===== src/rtl/pf_pkg.sv =====
package pf_pkg;
   // register select width and decode values
   localparam int ADDR_W = 3;
   localparam logic [ADDR_W-1:0] A_NIB    = 3'd0;
   localparam logic [ADDR_W-1:0] A_BYTE1  = 3'd1;
   localparam logic [ADDR_W-1:0] A_BYTE2  = 3'd2;
   localparam logic [ADDR_W-1:0] A_PFCOL  = 3'd3;
   localparam logic [ADDR_W-1:0] A_BGCOL  = 3'd4;
   localparam logic [ADDR_W-1:0] A_BLANK  = 3'd5;
   localparam logic [ADDR_W-1:0] A_MODE   = 3'd6;
   // control bit positions
   localparam int BLANK_BIT  = 1;
   localparam int MIRROR_BIT = 0;
endpackage


===== src/rtl/pf_regfile.sv =====
module pf_regfile
   import pf_pkg::*;
#(
   parameter int BYTE_W  = 8,
   parameter int NIB_W   = 4,
   parameter int COLOR_W = 8
) (
   input  logic                 clk,
   input  logic                 rst_n,
   input  logic                 wr_en,
   input  logic [ADDR_W-1:0]    wr_addr,
   input  logic [BYTE_W-1:0]    wr_data,
   output logic [NIB_W-1:0]     nib_q,
   output logic [BYTE_W-1:0]    byte1_q,
   output logic [BYTE_W-1:0]    byte2_q,
   output logic [COLOR_W-1:0]   pf_col_q,
   output logic [COLOR_W-1:0]   bg_col_q,
   output logic                 blank_q,
   output logic                 mirror_q
);

   always_ff @(posedge clk or negedge rst_n) begin
      if (!rst_n) begin
         nib_q    <= '0;
         byte1_q  <= '0;
         byte2_q  <= '0;
         pf_col_q <= '0;
         bg_col_q <= '0;
         blank_q  <= 1'b0;
         mirror_q <= 1'b0;
      end else if (wr_en) begin
         case (wr_addr)
            A_NIB:   nib_q    <= wr_data[BYTE_W-1 -: NIB_W];
            A_BYTE1: byte1_q  <= wr_data;
            A_BYTE2: byte2_q  <= wr_data;
            A_PFCOL: pf_col_q <= wr_data[COLOR_W-1:0];
            A_BGCOL: bg_col_q <= wr_data[COLOR_W-1:0];
            A_BLANK: blank_q  <= wr_data[BLANK_BIT];
            A_MODE:  mirror_q <= wr_data[MIRROR_BIT];
            default: ;
         endcase
      end
   end

   // a colour write is visible right after its edge
   p_pfcol_load_r10: assert property (@(posedge clk) disable iff (!rst_n)
      (wr_en && wr_addr == A_PFCOL) |=> (pf_col_q == $past(wr_data[COLOR_W-1:0])));

   // with no write, every stored value holds
   p_hold_r11: assert property (@(posedge clk) disable iff (!rst_n)
      !wr_en |=> $stable({nib_q, byte1_q, byte2_q, pf_col_q, bg_col_q, blank_q, mirror_q}));

   // the unused address leaves the pattern untouched
   p_unused_addr_r2: assert property (@(posedge clk) disable iff (!rst_n)
      (wr_en && wr_addr == 3'd7) |=> $stable({nib_q, byte1_q, byte2_q}));

endmodule


===== src/rtl/pf_pos_decode.sv =====
module pf_pos_decode #(
   parameter int HPOS_W    = 8,
   parameter int PIX_CLKS  = 4,
   parameter int PF_BITS   = 20,
   parameter bit MIRROR_EN = 1'b1,
   localparam int PIX_SHIFT = $clog2(PIX_CLKS),
   localparam int PN_W      = HPOS_W - PIX_SHIFT,
   localparam int LINE_W    = 2 * PF_BITS * PIX_CLKS
) (
   input  logic [HPOS_W-1:0] hpos,
   input  logic              mirror,
   output logic              visible,
   output logic [PN_W-1:0]   bit_idx
);

   logic [PN_W-1:0] pix_num;
   logic            right_half;

   assign visible    = (hpos < HPOS_W'(LINE_W));
   assign pix_num    = hpos[HPOS_W-1:PIX_SHIFT];
   assign right_half = (pix_num >= PN_W'(PF_BITS));

   generate
      if (MIRROR_EN) begin : g_mirror
         always_comb begin
            if (!right_half)
               bit_idx = pix_num;
            else if (mirror)
               bit_idx = PN_W'(2 * PF_BITS - 1) - pix_num;
            else
               bit_idx = pix_num - PN_W'(PF_BITS);
         end
      end else begin : g_repeat
         logic pf_unused_mirror;
         assign pf_unused_mirror = mirror;
         assign bit_idx = right_half ? (pix_num - PN_W'(PF_BITS)) : pix_num;
      end
   endgenerate

endmodule


===== src/rtl/pf_bit_select.sv =====
module pf_bit_select #(
   parameter int NIB_W  = 4,
   parameter int BYTE_W = 8,
   parameter int PN_W   = 6,
   localparam int PF_BITS = NIB_W + 2 * BYTE_W
) (
   input  logic [NIB_W-1:0]  nib,
   input  logic [BYTE_W-1:0] byte1,
   input  logic [BYTE_W-1:0] byte2,
   input  logic [PN_W-1:0]   bit_idx,
   output logic              pf_bit
);

   logic [PF_BITS-1:0] pattern;

   // scan order -- nibble LSB first, byte1 MSB first, byte2 LSB first
   generate
      for (genvar n = 0; n < NIB_W; n++) begin : g_nib
         assign pattern[n] = nib[n];
      end
      for (genvar b = 0; b < BYTE_W; b++) begin : g_bytes
         assign pattern[NIB_W + b]          = byte1[BYTE_W-1-b];
         assign pattern[NIB_W + BYTE_W + b] = byte2[b];
      end
   endgenerate

   always_comb begin
      pf_bit = 1'b0;
      for (int i = 0; i < PF_BITS; i++) begin
         if (bit_idx == PN_W'(i)) pf_bit = pattern[i];
      end
   end

endmodule


===== src/rtl/pf_pixel_gen.sv =====
module pf_pixel_gen
   import pf_pkg::*;
#(
   parameter int COLOR_W   = 8,
   parameter int HPOS_W    = 8,
   parameter int PIX_CLKS  = 4,
   parameter int NIB_W     = 4,
   parameter int BYTE_W    = 8,
   parameter bit MIRROR_EN = 1'b1
) (
   input  logic                clk,
   input  logic                rst_n,
   input  logic                wr_en,
   input  logic [ADDR_W-1:0]   wr_addr,
   input  logic [BYTE_W-1:0]   wr_data,
   input  logic [HPOS_W-1:0]   hpos,
   output logic [COLOR_W-1:0]  pix_colour
);

   localparam int PF_BITS   = NIB_W + 2 * BYTE_W;
   localparam int LINE_W    = 2 * PF_BITS * PIX_CLKS;
   localparam int PIX_SHIFT = $clog2(PIX_CLKS);
   localparam int PN_W      = HPOS_W - PIX_SHIFT;

   initial begin
      assert ((1 << PIX_SHIFT) == PIX_CLKS) else $fatal(1, "PIX_CLKS must be a power of two");
      assert (LINE_W < (1 << HPOS_W)) else $fatal(1, "HPOS_W too narrow for the line");
      assert (COLOR_W <= BYTE_W) else $fatal(1, "colour wider than write data");
      assert (NIB_W <= BYTE_W) else $fatal(1, "nibble wider than write data");
   end

   logic [NIB_W-1:0]   nib_q;
   logic [BYTE_W-1:0]  byte1_q, byte2_q;
   logic [COLOR_W-1:0] pf_col_q, bg_col_q;
   logic               blank_q, mirror_q;
   logic               visible, pf_bit;
   logic [PN_W-1:0]    bit_idx;

   pf_regfile #(.BYTE_W(BYTE_W), .NIB_W(NIB_W), .COLOR_W(COLOR_W)) u_regs (
      .clk(clk), .rst_n(rst_n), .wr_en(wr_en), .wr_addr(wr_addr), .wr_data(wr_data),
      .nib_q(nib_q), .byte1_q(byte1_q), .byte2_q(byte2_q),
      .pf_col_q(pf_col_q), .bg_col_q(bg_col_q), .blank_q(blank_q), .mirror_q(mirror_q));

   pf_pos_decode #(.HPOS_W(HPOS_W), .PIX_CLKS(PIX_CLKS), .PF_BITS(PF_BITS),
                   .MIRROR_EN(MIRROR_EN)) u_pos (
      .hpos(hpos), .mirror(mirror_q), .visible(visible), .bit_idx(bit_idx));

   pf_bit_select #(.NIB_W(NIB_W), .BYTE_W(BYTE_W), .PN_W(PN_W)) u_sel (
      .nib(nib_q), .byte1(byte1_q), .byte2(byte2_q), .bit_idx(bit_idx), .pf_bit(pf_bit));

   always_ff @(posedge clk or negedge rst_n) begin
      if (!rst_n)
         pix_colour <= '0;
      else if (blank_q || !visible)
         pix_colour <= '0;
      else
         pix_colour <= pf_bit ? pf_col_q : bg_col_q;
   end

   // blank flag forces black on the following pixel
   p_blank_black_r8: assert property (@(posedge clk) disable iff (!rst_n)
      blank_q |=> (pix_colour == '0));

   // positions beyond the visible line are black
   p_hblank_black_r9: assert property (@(posedge clk) disable iff (!rst_n)
      (hpos >= HPOS_W'(LINE_W)) |=> (pix_colour == '0));

   // output is only ever black, playfield colour or background colour
   p_legal_colour_r3: assert property (@(posedge clk) disable iff (!rst_n)
      1'b1 |=> (pix_colour == '0 || pix_colour == $past(pf_col_q)
                || pix_colour == $past(bg_col_q)));

endmodule


===== config.mk =====
export PLATFORM = sky130hd
export DESIGN_NAME = pf_pixel_gen
export DESIGN_NICKNAME = d
export VERILOG_FILES = /design/src/rtl/pf_pkg.sv /design/src/rtl/pf_regfile.sv /design/src/rtl/pf_pos_decode.sv /design/src/rtl/pf_bit_select.sv /design/src/rtl/pf_pixel_gen.sv
export SDC_FILE = /design/constraint.sdc
export NUM_CORES = 1
export LEC_CHECK = 0
export BUFFER_PORTS_ARGS = -buffer_cell sky130_fd_sc_hd__clkbuf_2
export CAP_MARGIN = 20
export CORE_ASPECT_RATIO = 0.75
export CORE_UTILIZATION = 50
export DETAILED_ROUTE_END_ITERATION = 8
export HOLD_SLACK_MARGIN = 0.05
export PLACE_DENSITY = 0.69
export SYNTH_ARGS = -nofsm -noshare
export SYNTH_HDL_FRONTEND = slang
export SYNTH_HIERARCHICAL = 1
export SYNTH_SLANG_ARGS = --single-unit
export TNS_END_PERCENT = 10

===== constraint.sdc =====
create_clock -name clk -period 3.5 [get_ports clk]
set_input_delay 0.35 -clock clk [delete_from_list [all_inputs] [get_ports clk]]
set_output_delay 0.35 -clock clk [all_outputs]
set_load 0.05 [all_outputs]

==> metrics.txt <==
Post-Syn Area=0.00247 mm2; Layout fillers=372; H-Tree Depth=2; die area=0.00524 mm2; P_sw=0.476 mW; final instance area=0.00277 mm2; synth top area cells=dfrtp_1, mux2_2, mux2_4, mux2i_1, ha_1; Initial Util=53.8%; setup violators final=0; Slew HR=60.8%; Final min period=3.05 ns; CP Capture Type=flop; Setup Fix Bufs, Post-CTS=0; CP endpoint=pix_colour[7]$_DFF_PN0_; sequential fraction of design power=47.7%; Hold WC Path Type=primary input to flop; syn nets=220; Cell variety after synth=46; Synth Warn #=6; Core Area=0.00460 mm2; EDFF count, synth=0; max-cap violations=0; clock-pin slew on the worst setup and hold paths=0.08 ns; Critical Path AT=3.22 ns; Cell Int Power=1.03 mW; n_diodes=0; Clk pwr share=21.6%; # IOs=30; Lkg Pwr=1.26 nW; register bit count reported by yosys=46; Seq/Total Area, Yosys=46.5%; Post-Route Skew=0.00673 ns; Synth area leader=dfrtp_1; die span in y=62.9 um; crit share post-route=87.3%; Least-Margin Pin Slew=0.589 ns; Total Neg Setup Slack=0 ns; Final ANT Viol Nets=0; Post-Syn Instances=193; DP Wirelength=3510 um; Vias/cell=5.78; GRT Overall Usage=20.0%; first-pass GRT wire length=8250 um; share of cells above drive strength 1=40.3%; DRC viols=0; row cnt=21; vias in the first global route=1700; logic gate share of total power=30.7%; mean area per synthesized cell=12.8 um2; HP Start=wr_data[3]; fin util=60.2%; switching share of power=31.7%; RR Startpoint=u_regs/mirror_q$_DFFE_PN0P_; largest net degree at the start of global routing=47; total clock buffers created by CTS=5; fmax=0.327 GHz; initial antenna violation count=0; status=completed; Die W=83.2 um; WS Path Type=primary input to flop; root buffer cell=clkbuf_8; Avg WL per Cell=16.7 um; final hold viol count=0; DRT iter0 DRCs=123; Clock Sinks=46; Setup crit start kind=primary input; share of the synthesized area in the top cell type=46.5%; crit-path max FO=8; Async SR Flop Fraction=100%; maximum VDD drop=0.000283 V; Critical Path Source=hpos[5]; clk_lat worst skew=0.29 ns; Worst R2R End=pix_colour[7]$_DFF_PN0_; final-stage net count=252; DR pass1 iterations=4; Total Routed Length=4730 um; Power Density=543 mW/mm2; TritonCTS clock tree=built; R2R setup slack=0.73 ns; GP Congestion=0.960; Main synth FF type=dfrtp_1; max-slew violation count=0; RSZ-0062 raised after global routing=false; port bufs=27; Area Overhead vs Synth=11.9%; grt ovf=0; critical path required time=3.67 ns; via count=1635; deepest clock path buffer count=2; FF-to-FF path depth=12; dpl cell area=0.00264 mm2
[synthesized netlist by cell type, types with 2 or more instances]
cell type / instances
o21ai_1: 3
nand2_1: 8
a21oi_1: 3
dfrtp_1: 46
inv_1: 4
mux2i_1: 10
nor2b_1: 3
nand2b_1: 5
a211oi_1: 2
nand3b_1: 2
o21ai_0: 5
nor2_1: 15
and4bb_1: 2
mux2_2: 25
nand4b_1: 2
mux2_4: 17
buf_4: 2
o211ai_1: 2
o22ai_1: 2
ha_1: 5
nand4_1: 2
buf_6: 4
[layer usage]
metal / wire length [um] / vias up / track usage (%)
li1: - / 757 / -
met4: 76 / 0 / 6.47
met5: 0 / - / 0
met2: 2260 / 43 / 31.4
met1: 2170 / 824 / 27.3
met3: 221 / 11 / 5.15
[cell families after synthesis]
group	count (synthesis)	share of synthesized area (%)
AOI/OAI and AO/OA	25	6.93
muxes	53	26.8
DFF	46	46.5
xor gates and xnor gates	2	0.708
and+or+nand+nor	49	12.9
adders and majority gates	5	2.53
buffers and inverters	13	3.59
[cell type report]
| type | count | area (um2) | share of cell area (%) |
|---|---|---|---|
| flip-flops and latches | 46 | 1150 | 41.6 |
| clock inverters | 2 | 12.5 | 0.452 |
| multi-input cells | 134 | 1230 | 44.6 |
| inverters | 4 | 15.0 | 0.542 |
| well taps | 57 | 71.3 | 2.58 |
| clock buffers | 6 | 82.6 | 2.98 |
| repair buffers | 34 | 203 | 7.32 |
[power by group through the flow]
stage / registers, mW / logic, mW / clock network (mW)
after floorplan: 0.762 / 0.304 / 0
after global placement: 0.718 / 0.440 / 0
after detailed placement: 0.726 / 0.458 / 0
after CTS: 0.717 / 0.460 / 0.334
after global routing: 0.733 / 0.503 / 0.358
final: 0.717 / 0.462 / 0.325
[how the worst min path moves through the flow]
stage                                     end  slack [ns]  cells past startpoint
6_report        u_regs/byte1_q[3]$_DFFE_PN0P_        0.35                      2
4_1_cts               pix_colour[2]$_DFF_PN0_        0.29                      1
2_1_floorplan         pix_colour[0]$_DFF_PN0_        0.05                      0
3_3_place_gp       u_regs/blank_q$_DFFE_PN0P_        0.48                      1
5_1_grt         u_regs/byte1_q[7]$_DFFE_PN0P_        0.36                      2
3_5_place_dp   u_regs/bg_col_q[5]$_DFFE_PN0P_        0.50                      1
[metrics by stage]
stage / power (mW) / setup WS (ns) / std cells / hold slack [ns]
2_1_floorplan: 1.07 / 0.728 / 193 / 0.0544
3_3_place_gp: 1.16 / 0.375 / 273 / 0.482
3_5_place_dp: 1.18 / 0.170 / 273 / 0.496
4_1_cts: 1.51 / 0.489 / 281 / 0.290
5_1_grt: 1.59 / 0.210 / 283 / 0.358
6_report: 1.50 / 0.446 / 283 / 0.354
[sequential cells by signal (all words and copies together) (netlist names)]
register,flops
pix_colour,8
u_regs/bg_col_q,8
u_regs/byte1_q,8
u_regs/byte2_q,8
u_regs/pf_col_q,8
u_regs/nib_q,4
u_regs/blank_q,1
u_regs/mirror_q,1
[critical path, cell delays in order]
cell      delay [ns]
clkbuf_2        0.09
inv_1           0.16
ha_1            0.18
or3b_4          0.40
a21oi_2         0.16
nor2_2          0.08
o32ai_2         0.41
nor3b_2         0.33
o211ai_1        0.14
nand3_1         0.11
nand4_1         0.10
a21oi_1         0.21
buf_4           0.24
mux2i_1         0.21
nor2_1          0.06
[what timing repair did]
item,in CTS,in global routing
hold buffers,0,1
gates resized for setup,0,0
hold endpoints to repair,0,11
[cell usage in the layout (no fill, tap or decap), drive strengths merged, types with 2 or more instances in the layout]
master	n
nand2	8
o211ai	2
nand3b	2
nand4	2
and4bb	2
dfrtp	46
inv	4
nor3b	2
ha	5
mux2	42
a21oi	4
mux2i	10
nor4b	2
nor2b	3
o21ai	8
nand4b	3
buf	6
clkbuf	33
o22ai	2
nand2b	5
a211oi	2
nor2	16
Note: power is estimated with default switching activity, not from simulation.
